File: config.mk
export PLATFORM = sky130hd
export DESIGN_NAME = gtc_timer
export DESIGN_NICKNAME = d
export VERILOG_FILES = /design/src/rtl/gtc_pkg.sv /design/src/rtl/gtc_sync.sv /design/src/rtl/gtc_ctrl_fsm.sv /design/src/rtl/gtc_event.sv /design/src/rtl/gtc_counter.sv /design/src/rtl/gtc_timer.sv
export SDC_FILE = /design/constraint.sdc
export NUM_CORES = 1
export LEC_CHECK = 0
export BUFFER_PORTS_ARGS = -buffer_cell sky130_fd_sc_hd__buf_2
export CAP_MARGIN = 10
export CORE_MARGIN = 4
export CORE_UTILIZATION = 25
export DETAILED_ROUTE_END_ITERATION = 16
export PLACE_DENSITY = 0.4
export SYNTH_ARGS = -nofsm -noshare
export SYNTH_HDL_FRONTEND = slang
export SYNTH_SLANG_ARGS = --single-unit
File: constraint.sdc
create_clock -name clk -period 4.8 [get_ports clk]
set_clock_uncertainty 0.1 [all_clocks]
set_input_delay 0.96 -clock clk [delete_from_list [all_inputs] [get_ports clk]]
set_output_delay 0.96 -clock clk [all_outputs]
set_load 0.1 [all_outputs]
File: src/rtl/gtc_pkg.sv
package gtc_pkg;

    typedef enum logic [1:0] {
        ST_STOP  = 2'd0,
        ST_GATED = 2'd1,
        ST_RUN   = 2'd2
    } state_t;

    localparam logic [1:0] ADDR_LO   = 2'd0;
    localparam logic [1:0] ADDR_HI   = 2'd1;
    localparam logic [1:0] ADDR_CTRL = 2'd2;

    localparam int CB_RUN  = 0;
    localparam int CB_SEL  = 1;
    localparam int CB_GATE = 2;
    localparam int CB_MODE = 3;
    localparam int CB_FLAG = 4;

endpackage

File: src/rtl/gtc_sync.sv
module gtc_sync #(
    parameter int   STAGES  = 2,
    parameter logic RST_VAL = 1'b1
) (
    input  logic clk,
    input  logic rst_n,
    input  logic d,
    output logic q
);
    logic [STAGES-1:0] chain;

    always_ff @(posedge clk) begin
        if (!rst_n) chain <= {STAGES{RST_VAL}};
        else        chain <= {chain[STAGES-2:0], d};
    end

    assign q = chain[STAGES-1];
endmodule

File: src/rtl/gtc_ctrl_fsm.sv
module gtc_ctrl_fsm
    import gtc_pkg::*;
(
    input  logic   clk,
    input  logic   rst_n,
    input  logic   ctrl_wr,
    input  logic   wr_run,
    input  logic   wr_gate,
    input  logic   gate_q,
    input  logic   gate_lvl,
    output state_t state,
    output logic   running,
    output logic   run_bit
);
    state_t nxt;
    logic   nrun;
    logic   ngate;

    always_comb begin
        nrun  = ctrl_wr ? wr_run  : (state != ST_STOP);
        ngate = ctrl_wr ? wr_gate : gate_q;
        nxt   = state;
        unique case (state)
            ST_STOP: begin
                if (nrun) nxt = (ngate && !gate_lvl) ? ST_GATED : ST_RUN;
            end
            ST_GATED: begin
                if (!nrun)                  nxt = ST_STOP;
                else if (!ngate || gate_lvl) nxt = ST_RUN;
            end
            ST_RUN: begin
                if (!nrun)                  nxt = ST_STOP;
                else if (ngate && !gate_lvl) nxt = ST_GATED;
            end
            default: nxt = ST_STOP;
        endcase
    end

    always_ff @(posedge clk) begin
        if (!rst_n) state <= ST_STOP;
        else        state <= nxt;
    end

    always_comb begin
        running = (state == ST_RUN);
        run_bit = (state != ST_STOP);
    end
endmodule

File: src/rtl/gtc_event.sv
module gtc_event #(
    parameter int DIV = 6
) (
    input  logic clk,
    input  logic rst_n,
    input  logic running,
    input  logic sel_ext,
    input  logic cnt_lvl,
    output logic ev
);
    localparam int DIV_W = (DIV > 1) ? $clog2(DIV) : 1;
    localparam logic [DIV_W-1:0] DIV_LAST = DIV_W'(DIV - 1);

    logic [DIV_W-1:0] div_q;
    logic             prev_lvl;
    logic             fall;
    logic             tick;

    always_ff @(posedge clk) begin
        if (!rst_n) begin
            div_q    <= '0;
            prev_lvl <= 1'b1;
        end else begin
            prev_lvl <= cnt_lvl;
            if (!running)              div_q <= '0;
            else if (div_q == DIV_LAST) div_q <= '0;
            else                       div_q <= div_q + DIV_W'(1);
        end
    end

    assign fall = prev_lvl && !cnt_lvl;
    assign tick = (div_q == DIV_LAST);
    assign ev   = running && (sel_ext ? fall : tick);
endmodule

File: src/rtl/gtc_counter.sv
module gtc_counter #(
    parameter int CNT_W = 8,
    parameter int PRE_W = 5
) (
    input  logic             clk,
    input  logic             rst_n,
    input  logic             ev,
    input  logic             mode16,
    input  logic             wr_lo,
    input  logic             wr_hi,
    input  logic [CNT_W-1:0] wr_data,
    output logic [CNT_W-1:0] lo,
    output logic [CNT_W-1:0] hi,
    output logic             ovf
);
    localparam int W2 = 2 * CNT_W;

    logic             ev_eff;
    logic [CNT_W-1:0] nlo;
    logic [CNT_W-1:0] nhi;
    logic [W2-1:0]    sum16;
    logic [PRE_W-1:0] pre;

    assign ev_eff = ev && !wr_lo && !wr_hi;
    assign sum16  = {hi, lo} + W2'(1);
    assign pre    = lo[PRE_W-1:0];

    always_comb begin
        nlo = lo;
        nhi = hi;
        ovf = 1'b0;
        if (ev_eff) begin
            if (mode16) begin
                nlo = sum16[CNT_W-1:0];
                nhi = sum16[W2-1:CNT_W];
                ovf = (lo == '1) && (hi == '1);
            end else if (pre == '1) begin
                nlo = {lo[CNT_W-1:PRE_W], {PRE_W{1'b0}}};
                nhi = hi + CNT_W'(1);
                ovf = (hi == '1);
            end else begin
                nlo = {lo[CNT_W-1:PRE_W], pre + PRE_W'(1)};
            end
        end
        if (wr_lo) nlo = wr_data;
        if (wr_hi) nhi = wr_data;
    end

    always_ff @(posedge clk) begin
        if (!rst_n) begin
            lo <= '0;
            hi <= '0;
        end else begin
            lo <= nlo;
            hi <= nhi;
        end
    end
endmodule

File: src/rtl/gtc_timer.sv
module gtc_timer
    import gtc_pkg::*;
#(
    parameter int CNT_W  = 8,
    parameter int PRE_W  = 5,
    parameter int DIV    = 6,
    parameter int SYNC_N = 2
) (
    input  logic             clk,
    input  logic             rst_n,
    input  logic             wr_en,
    input  logic [1:0]       wr_addr,
    input  logic [CNT_W-1:0] wr_data,
    input  logic [1:0]       rd_addr,
    output logic [CNT_W-1:0] rd_data,
    input  logic             count_in,
    input  logic             gate_in,
    input  logic             irq_ack,
    output logic             irq
);
    logic             wr_lo, wr_hi, wr_ctrl;
    logic             sel_q, gate_q, mode16, flag_q;
    logic             cnt_lvl, gate_lvl;
    logic             running, run_bit, ev, ovf;
    logic [CNT_W-1:0] cnt_lo, cnt_hi;
    state_t           state;

    assign wr_lo   = wr_en && (wr_addr == ADDR_LO);
    assign wr_hi   = wr_en && (wr_addr == ADDR_HI);
    assign wr_ctrl = wr_en && (wr_addr == ADDR_CTRL);

    gtc_sync #(.STAGES(SYNC_N), .RST_VAL(1'b1)) u_cnt_sync (
        .clk(clk), .rst_n(rst_n), .d(count_in), .q(cnt_lvl));

    gtc_sync #(.STAGES(SYNC_N), .RST_VAL(1'b1)) u_gate_sync (
        .clk(clk), .rst_n(rst_n), .d(gate_in), .q(gate_lvl));

    gtc_ctrl_fsm u_fsm (
        .clk(clk), .rst_n(rst_n), .ctrl_wr(wr_ctrl),
        .wr_run(wr_data[CB_RUN]), .wr_gate(wr_data[CB_GATE]),
        .gate_q(gate_q), .gate_lvl(gate_lvl),
        .state(state), .running(running), .run_bit(run_bit));

    gtc_event #(.DIV(DIV)) u_event (
        .clk(clk), .rst_n(rst_n), .running(running),
        .sel_ext(sel_q), .cnt_lvl(cnt_lvl), .ev(ev));

    gtc_counter #(.CNT_W(CNT_W), .PRE_W(PRE_W)) u_counter (
        .clk(clk), .rst_n(rst_n), .ev(ev), .mode16(mode16),
        .wr_lo(wr_lo), .wr_hi(wr_hi), .wr_data(wr_data),
        .lo(cnt_lo), .hi(cnt_hi), .ovf(ovf));

    always_ff @(posedge clk) begin
        if (!rst_n) begin
            sel_q  <= 1'b0;
            gate_q <= 1'b0;
            mode16 <= 1'b0;
            flag_q <= 1'b0;
        end else begin
            if (wr_ctrl) begin
                sel_q  <= wr_data[CB_SEL];
                gate_q <= wr_data[CB_GATE];
                mode16 <= wr_data[CB_MODE];
            end
            if (ovf)                                  flag_q <= 1'b1;
            else if (irq_ack || (wr_ctrl && !wr_data[CB_FLAG])) flag_q <= 1'b0;
        end
    end

    assign irq = flag_q;

    always_comb begin
        rd_data = '0;
        unique case (rd_addr)
            ADDR_LO:   rd_data = cnt_lo;
            ADDR_HI:   rd_data = cnt_hi;
            ADDR_CTRL: begin
                rd_data[CB_RUN]  = run_bit;
                rd_data[CB_SEL]  = sel_q;
                rd_data[CB_GATE] = gate_q;
                rd_data[CB_MODE] = mode16;
                rd_data[CB_FLAG] = flag_q;
            end
            default:   rd_data = '0;
        endcase
    end
endmodule

Word-level counts from Yosys, hierarchy flattened
Cells that the tools add are included.
{"block": "totals", "output_inout_bits": 9, "input_bits": 18, "wordCells": 87, "ff_bits": 30}
{"block": "op_classes", "bitwise": 2, "n_addsub": 4, "eq_ne": 13, "mux": 25, "reduce_logical": 31}
{"cell": "$mux W8", "count": 7}
{"cell": "$add A16 B1 Y16 const B", "count": 1}
{"cell": "$eq A8 B8 Y1 const B", "count": 2}
{"cell": "$pmux W5 S3", "count": 1}
{"cell": "$mux W2", "count": 6}
{"cell": "$logic_and A1 B1 Y1", "count": 10}
{"cell": "$reduce_bool A2 Y1", "count": 5}
{"cell": "$add A8 B1 Y8 const B", "count": 1}
{"cell": "$mux W1", "count": 8}
{"cell": "$eq A2 B1 Y1 const B", "count": 3}
{"cell": "$eq A2 B2 Y1 const B", "count": 3}
{"cell": "$logic_not A1 Y1", "count": 6}
{"cell": "$logic_not A2 Y1", "count": 3}
{"cell": "$ne A3 B3 Y1 const B", "count": 2}
{"cell": "$pmux W2 S3", "count": 1}
{"cell": "$pmux W3 S2", "count": 1}
{"cell": "$add A5 B1 Y5 const B", "count": 1}
{"cell": "$eq A5 B5 Y1 const B", "count": 1}
{"cell": "$mux W5", "count": 1}
{"cell": "$reduce_and A2 Y1", "count": 2}
{"cell": "$add A3 B1 Y3 const B", "count": 1}
{"cell": "$eq A3 B3 Y1 const B", "count": 1}
{"cell": "$reduce_and A3 Y1", "count": 1}
{"cell": "$reduce_bool A3 Y1", "count": 1}
{"cell": "other kinds (4)", "count": 6}

Depth between registers and ports, before layout
Gate-level depths: netlist of the first run.
{"block": "depth", "depth_word": 8, "ltp_mapped": 8, "depth_no_buf": 8}

Hierarchy
A second synthesis of the first run with hierarchy kept.
{"block": "hier_totals", "hier_cells": 209, "area_unflattened_um2": 1814.2}
{"module": "gtc_counter", "seq_area_each_um2": 320.3, "area_each_um2": 1066.0, "n_inst": 1, "cells_per_inst": 132}
{"module": "gtc_timer", "seq_area_each_um2": 80.1, "area_each_um2": 357.8, "n_inst": 1, "cells_per_inst": 41}
{"module": "gtc_event", "seq_area_each_um2": 80.1, "area_each_um2": 180.2, "n_inst": 1, "cells_per_inst": 17}
{"module": "gtc_ctrl_fsm", "seq_area_each_um2": 40.0, "area_each_um2": 105.1, "n_inst": 1, "cells_per_inst": 11}
{"module": "gtc_sync", "seq_area_each_um2": 40.0, "area_each_um2": 52.6, "n_inst": 2, "cells_per_inst": 4}

Worst setup path before layout of the first run
No wires, ideal clock.
{"block": "synth_path", "path_type": "input-to-output", "start": "in rd_addr[0]", "end": "out rd_data[1]", "required_time_ps": 3740, "path_slack_ps": 904, "path_buffers": 1, "arrival_time_ps": 2836, "path_stages": 3, "path_cell_list": "clkbuf_1 > mux2i_1 > o21ai_1"}
{"block": "synth_via", "elab_chain_len": 2, "word_cells_on_any_way": 4, "classes_between": "eq/ne (2); mux (1); reduce/logical (1)"}
{"item": "start: declaration", "line": "gtc_timer.sv:14", "text": "input logic [1:0] rd_addr,"}
{"item": "$eq A2 B2 Y1, or another cell as far along", "line": "gtc_timer.sv:74", "text": "unique case (rd_addr)"}
{"item": "$pmux W5 S3 (*)", "line": "gtc_timer.sv:74"}
{"item": "end: declaration", "line": "gtc_timer.sv:15", "text": "output logic [CNT_W-1:0] rd_data,"}
Every way passes the cells marked *; elsewhere a longest branch is shown, timed or not.

Final worst setup path of the first run
{"block": "layout_path", "start": "in rd_addr[1]", "end": "out rd_data[1]"}
The elaborated chain is that of the path after synthesis.

==> flow_summary.yaml, run 1 <==
place:
  port_buffers: 26
  pre_cts_ws_ps: 1560
  hpwl_mm: 3.75
  gp_congestion: 0.753
  dp_cells: 303
synth:
  yosysMostFrequentCell: "dfxtp_1"
  synth_ff_type: "dfxtp_1"
  synth_seq_cells: 30
  yosys_warnings: 0
  netlist_top_cells_count: "dfxtp_1 (30), nor2_1 (20), nand2_1 (18)"
  syn_inst: 208
  synth_largest_type_area_fraction: 0.350
  yosys.area.top_type: "dfxtp_1"
  synthArstFlopShare: 0
  netlist_top_cells_area: "dfxtp_1 (35%), mux2i_1 (7.0%), a21oi_1 (5.0%)"
  ys_seq_area_frac: 0.350
  synth_nets: 231
  synth-edff-count: 0
  syn_avg_cell_area_um2: 8.26
  syn_area_um2: 1720
  ys_types: 38
sta:
  finalHoldViolations: 0
  tightest_slew_ps: 669
  period_share: 0.665
  timing.final.ws_setup_ps: 1610
  setup-tns-final_ps: 0
  period_needed_ps: 3190
  slew_violations: 0
  clock.fmax_mhz: 313
  setup_viol: 0
  max-slew-margin-rel: 0.554
  rsz0062_at_grt: "no"
floorplan:
  dieArea_um2: 8260
  coreArea_um2: 6490
  die_h_um: 90.9
  dieWidth_um: 90.9
  ios: 27
  start_util: 0.264
  rows: 29
clock_network:
  cts_num_sinks: 30
  cts_tree: "built"
  htreeDepth: 2
  ctsLongestPathBuffers: 2
  path_clk_slew_ps: 70
  root_buffer: "clkbuf_8"
  cts_hold_buffers: 0
  postCtsSetupBuffers: 0
  ctsResizeCount: 0
  cts_inserted_buffers: 5
  worstSkewPairLatency_ps: 280
detailed_routing:
  viasPerCell: 5.11
  num_vias: 1589
  drtIter0Drc: 90
  drc: 0
  totalWireLength_mm: 5.11
  drt-pass1-iter-count: 4
  wire_per_inst_um: 16.4
  antenna_left: 0
cells_and_area:
  nNetsFinal: 256
  stdcell_count: 311
  area_delta_synth_final_pct: 16.9
  drive_gt1_frac: 0.167
  nFillCells: 700
  fin_util: 0.309
  diodes: 0
global_route:
  grt_pass1_vias: 1534
  grt_pass1_wl_mm: 8.16
  grt_antenna_before_repair: 0
  overflow: 0
  grt_max_degree: 16
  grtUsageTotal: 0.126
worst_setup_path:
  end_kind: "output port"
  worstPathRequired_ps: 3740
  critPathLaunchType: "input port"
  cp.arrival_ps: 2130
  worstSetupPathType: "input port to output port"
  cp_max_fo: 11
power:
  cellPowerDensity_nw_per_um2: 280
  power_leakage_nw: 0.796
  irDropWorstVdd_mv: 0.0890
job:
  cap_violations: 0
min_path:
  hold_class: "register to register"
status:
  status: "complete, no violations"
-- logic make-up after synthesis --
family,after synthesis,share of synthesized area
and+or+nand+nor,89,0.288
AOI/OAI and AO/OA,51,0.183
muxes,12,0.0699
buffers and inverters,12,0.0269
DFF,30,0.350
adders and majority gates,5,0.0364
xor gates and xnor gates,9,0.0459
-- cell type report --
class	count	area (um^2)	share of cell area
Multi-Input combinational cell	166	1070	0.533
Sequential cell	30	601	0.299
Timing Repair Buffer	27	138	0.0685
Tap cell	77	96.3	0.0480
Clock buffer	7	86.3	0.0430
Inverter	3	11.3	0.00561
Clock inverter	1	5.00	0.00249
-- power breakdown --
part / switching (mW) / internal (mW)
Clock: 0.0986 / 0.116
Sequential: 0.0132 / 0.258
Combinational: 0.0522 / 0.0245
Total: 0.164 / 0.399
-- worst paths after layout --
| check | startpoint | to | slack, ps | cells after the start |
|---|---|---|---|---|
| max reg2reg | u_counter.lo[0]$_SDFFE_PN0P_ | u_counter.hi[2]$_SDFFE_PN0P_ | 2260 | 8 |
| min | u_gate_sync.chain[0]$_SDFF_PN1_ | u_gate_sync.chain[1]$_SDFF_PN1_ | 310 | 1 |
| max | rd_addr[1] | rd_data[1] | 1610 | 5 |
| min reg2reg | u_gate_sync.chain[0]$_SDFF_PN1_ | u_gate_sync.chain[1]$_SDFF_PN1_ | 310 | 1 |
-- per-stage QoR --
| stage | cell area, um^2 | hold slack [ps] | power [mW] |
|---|---|---|---|
| 2_1_floorplan | 1720 | 286 | 0.327 |
| 3_3_place_gp | 1920 | 291 | 0.355 |
| 3_5_place_dp | 1920 | 292 | 0.354 |
| 4_1_cts | 2010 | 310 | 0.570 |
| 5_1_grt | 2010 | 328 | 0.588 |
| 6_report | 2010 | 305 | 0.563 |
-- layer usage --
metal | global-route usage | share of wire | up-vias
met5 | 0 | 0 | -
li1 | - | - | 810
met4 | 0.0553 | 0.015 | 0
met1 | 0.179 | 0.48 | 720
met3 | 0.0308 | 0.059 | 6
met2 | 0.179 | 0.45 | 53
-- worst max-delay path, cell delays in order --
cell and delay, ps:
buf_2 210, nor2b_1 330, nand2_1 90, o21ai_1 100, buf_2 450
-- cell usage in the layout (no fill, tap or decap), types with 5 or more instances in the layout --
| master | instances |
|---|---|
| a21oi_1 | 17 |
| buf_2 | 26 |
| clkbuf_8 | 6 |
| dfxtp_1 | 30 |
| ha_1 | 5 |
| mux2i_1 | 12 |
| nand2_1 | 18 |
| nand2b_1 | 7 |
| nand3_1 | 6 |
| nand4_1 | 9 |
| nor2_1 | 20 |
| nor3_1 | 8 |
| o21ai_0 | 9 |
| o21ai_1 | 8 |
| xor2_1 | 6 |
-- registers in the layout, summed over array words and instances (netlist names) --
register           flops
u_counter.hi           8
u_counter.lo           8
u_event.div_q          3
u_cnt_sync.chain       2
u_fsm.state            2
u_gate_sync.chain      2
gate_q                 1
irq                    1
mode16                 1
sel_q                  1
u_event.prev_lvl       1
(Power assumes the default switching activity.)
==> inputs of run 2 (changes only) <==
Settings changed: ABC_AREA set to 1, PLACE_DENSITY 0.4 to 0.39.
Clock period 4.8 ns to 3.3 ns, I/O delays scaled along.
==> flow_summary.yaml, run 2 <==
floorplan:
  die_h_um: 95.6
  start_util: 0.260
  coreArea_um2: 7370
  dieWidth_um: 95.6
  rows: 31
  dieArea_um2: 9130
  ios: 27
synth:
  yosys_warnings: 0
  synth_nets: 308
  yosysMostFrequentCell: "nand2_1"
  synth_largest_type_area_fraction: 0.313
  syn_area_um2: 1920
  netlist_top_cells_area: "dfxtp_1 (31%), nand2_1 (15%), inv_1 (7.0%)"
  syn_inst: 285
  synth-edff-count: 0
  netlist_top_cells_count: "nand2_1 (75), inv_1 (36), dfxtp_1 (30)"
  synth_seq_cells: 30
  syn_avg_cell_area_um2: 6.73
  yosys.area.top_type: "dfxtp_1"
  ys_types: 36
  synth_ff_type: "dfxtp_1"
  ys_seq_area_frac: 0.313
  synthArstFlopShare: 0
sta:
  period_share: 0.786
  max-slew-margin-rel: 0.473
  clock.fmax_mhz: 386
  rsz0062_at_grt: "no"
  slew_violations: 0
  tightest_slew_ps: 789
  setup-tns-final_ps: 0
  setup_viol: 0
  period_needed_ps: 2590
  finalHoldViolations: 0
  whs_ps: 313
  timing.final.ws_setup_ps: 706
worst_setup_path:
  end_kind: "output port"
  cp.arrival_ps: 1830
  critPathLaunchType: "input port"
  path_cells: "buf_2 -> nor2_1 -> inv_1 -> o221ai_1 -> buf_2"
  critPathMaxStageDelay_ps: 480
  worstSetupPathType: "input port to output port"
  critPathMostFrequentCell: "buf_2"
  cp_max_fo: 6
  r2r-start: "u_counter.lo[0]$_SDFFE_PN0P_"
  crit_family: "buffers and inverters"
  path_buf_inv: 3
  crit_path_top_delay_cell: "buf_2"
  worstPathRequired_ps: 2540
  startpoint: "rd_addr[1]"
detailed_routing:
  totalWireLength_mm: 5.76
  drc: 0
  drt-pass1-iter-count: 4
  drtIter0Drc: 94
  antenna_left: 0
  viasPerCell: 4.54
  num_vias: 1881
  wire_per_inst_um: 13.9
job:
  cap_violations: 0
cells_and_area:
  drive_gt1_frac: 0.197
  largest_registers: "u_counter.hi (8), u_counter.lo (8), u_event.div_q (3)"
  area_delta_synth_final_pct: 16.8
  final_common_cell: "nand2_1"
  nNetsFinal: 337
  stdcell_count: 414
  diodes: 0
  final_cell_mix: "nand2_1 (75), inv_1 (36), dfxtp_1 (30)"
global_route:
  overflow: 0
  grt_pass1_wl_mm: 9.27
  grt_max_degree: 21
  grtUsageTotal: 0.136
  grt_antenna_before_repair: 0
  grt_pass1_vias: 1787
clock_network:
  cts_num_sinks: 30
  htreeDepth: 2
  cts_hold_buffers: 0
  ctsResizeCount: 0
  ctsLongestPathBuffers: 2
  postCtsSetupBuffers: 0
  worstSkewPairLatency_ps: 290
  path_clk_slew_ps: 70
  cts_inserted_buffers: 5
  cts_tree: "built"
  root_buffer: "clkbuf_8"
place:
  gp_congestion: 0.786
  dp_cells: 406
  port_buffers: 26
  pre_cts_ws_ps: 717
  hpwl_mm: 4.50
power:
  irDropWorstVdd_mv: 0.148
  cellPowerDensity_nw_per_um2: 367
  power_leakage_nw: 0.943
min_path:
  hp-start: "u_cnt_sync.chain[0]$_SDFF_PN1_"
  hold_class: "register to register"
status:
  status: "complete, no violations"
## run 2: cell types whose count changed after synthesis, sizes merged, moves of 5 or more
cell	before	now
nand3	6	28
nand2b	7	0
nand3b	5	0
clkbuf	8	2
mux2i	12	1
nand4	9	2
nor2	20	36
o221ai	0	5
nand2	18	81
inv	2	39
## run 2: cell type report
cell class	count	area [um^2]
repair buffers	26	130
clock inverters	2	12.5
multi-input cells	211	1130
inverters	40	155
fillers	842	5130
flip-flops and latches	30	601
clock buffers	6	82.6
well taps	99	124
## run 2: final timing paths
kind,to,slack [ps],depth (start not counted)
worst max-delay path,rd_data[4],710,5
worst min-delay path,u_cnt_sync.chain[1]$_SDFF_PN1_,310,1
worst max register to register,u_counter.hi[2]$_SDFFE_PN0P_,1260,11
worst min register to register,u_cnt_sync.chain[1]$_SDFF_PN1_,310,1
## run 2: logic make-up after synthesis
logic type / Yosys count / synth area share
simple gates: 158 / 0.398
buf+inv: 44 / 0.0947
compound gates: 43 / 0.138
flops: 30 / 0.313
fa+ha+maj: 5 / 0.0326
xor+xnor: 4 / 0.0183
mux: 1 / 0.00522
## run 2: where the power goes
part           total (mW)  internal (mW)  switching [mW]
combinational       0.114         0.0321          0.0816
sequential          0.385          0.374          0.0115
clock               0.324          0.168           0.157
total               0.823          0.573           0.250
## run 2: routing by layer
layer	up-vias	track usage	share of wire
met5	-	0	0
met4	0	0.0509	0.018
met3	11	0.0339	0.049
met2	33	0.202	0.43
met1	851	0.188	0.51
li1	986	-	-
## run 2: stage by stage
step | power, mW | util | area [um^2]
finish | 0.823 | 0.304 | 2240
global route | 0.866 | 0.304 | 2240
CTS | 0.836 | 0.304 | 2240
detailed placement | 0.508 | 0.291 | 2140
global placement | 0.508 | 0.291 | 2140
floorplan | 0.470 | - | 1920
## run 2: worst reg2reg max path, stage by stage, from the launching register on
cell,delay [ps]
dfxtp_1,430
ha_1,190
nand2_1,140
nor2_2,140
ha_1,160
inv_1,60
nand2_1,160
nand3_4,180
nor2_1,130
nand2_1,60
a21oi_1,150
nor2_1,50
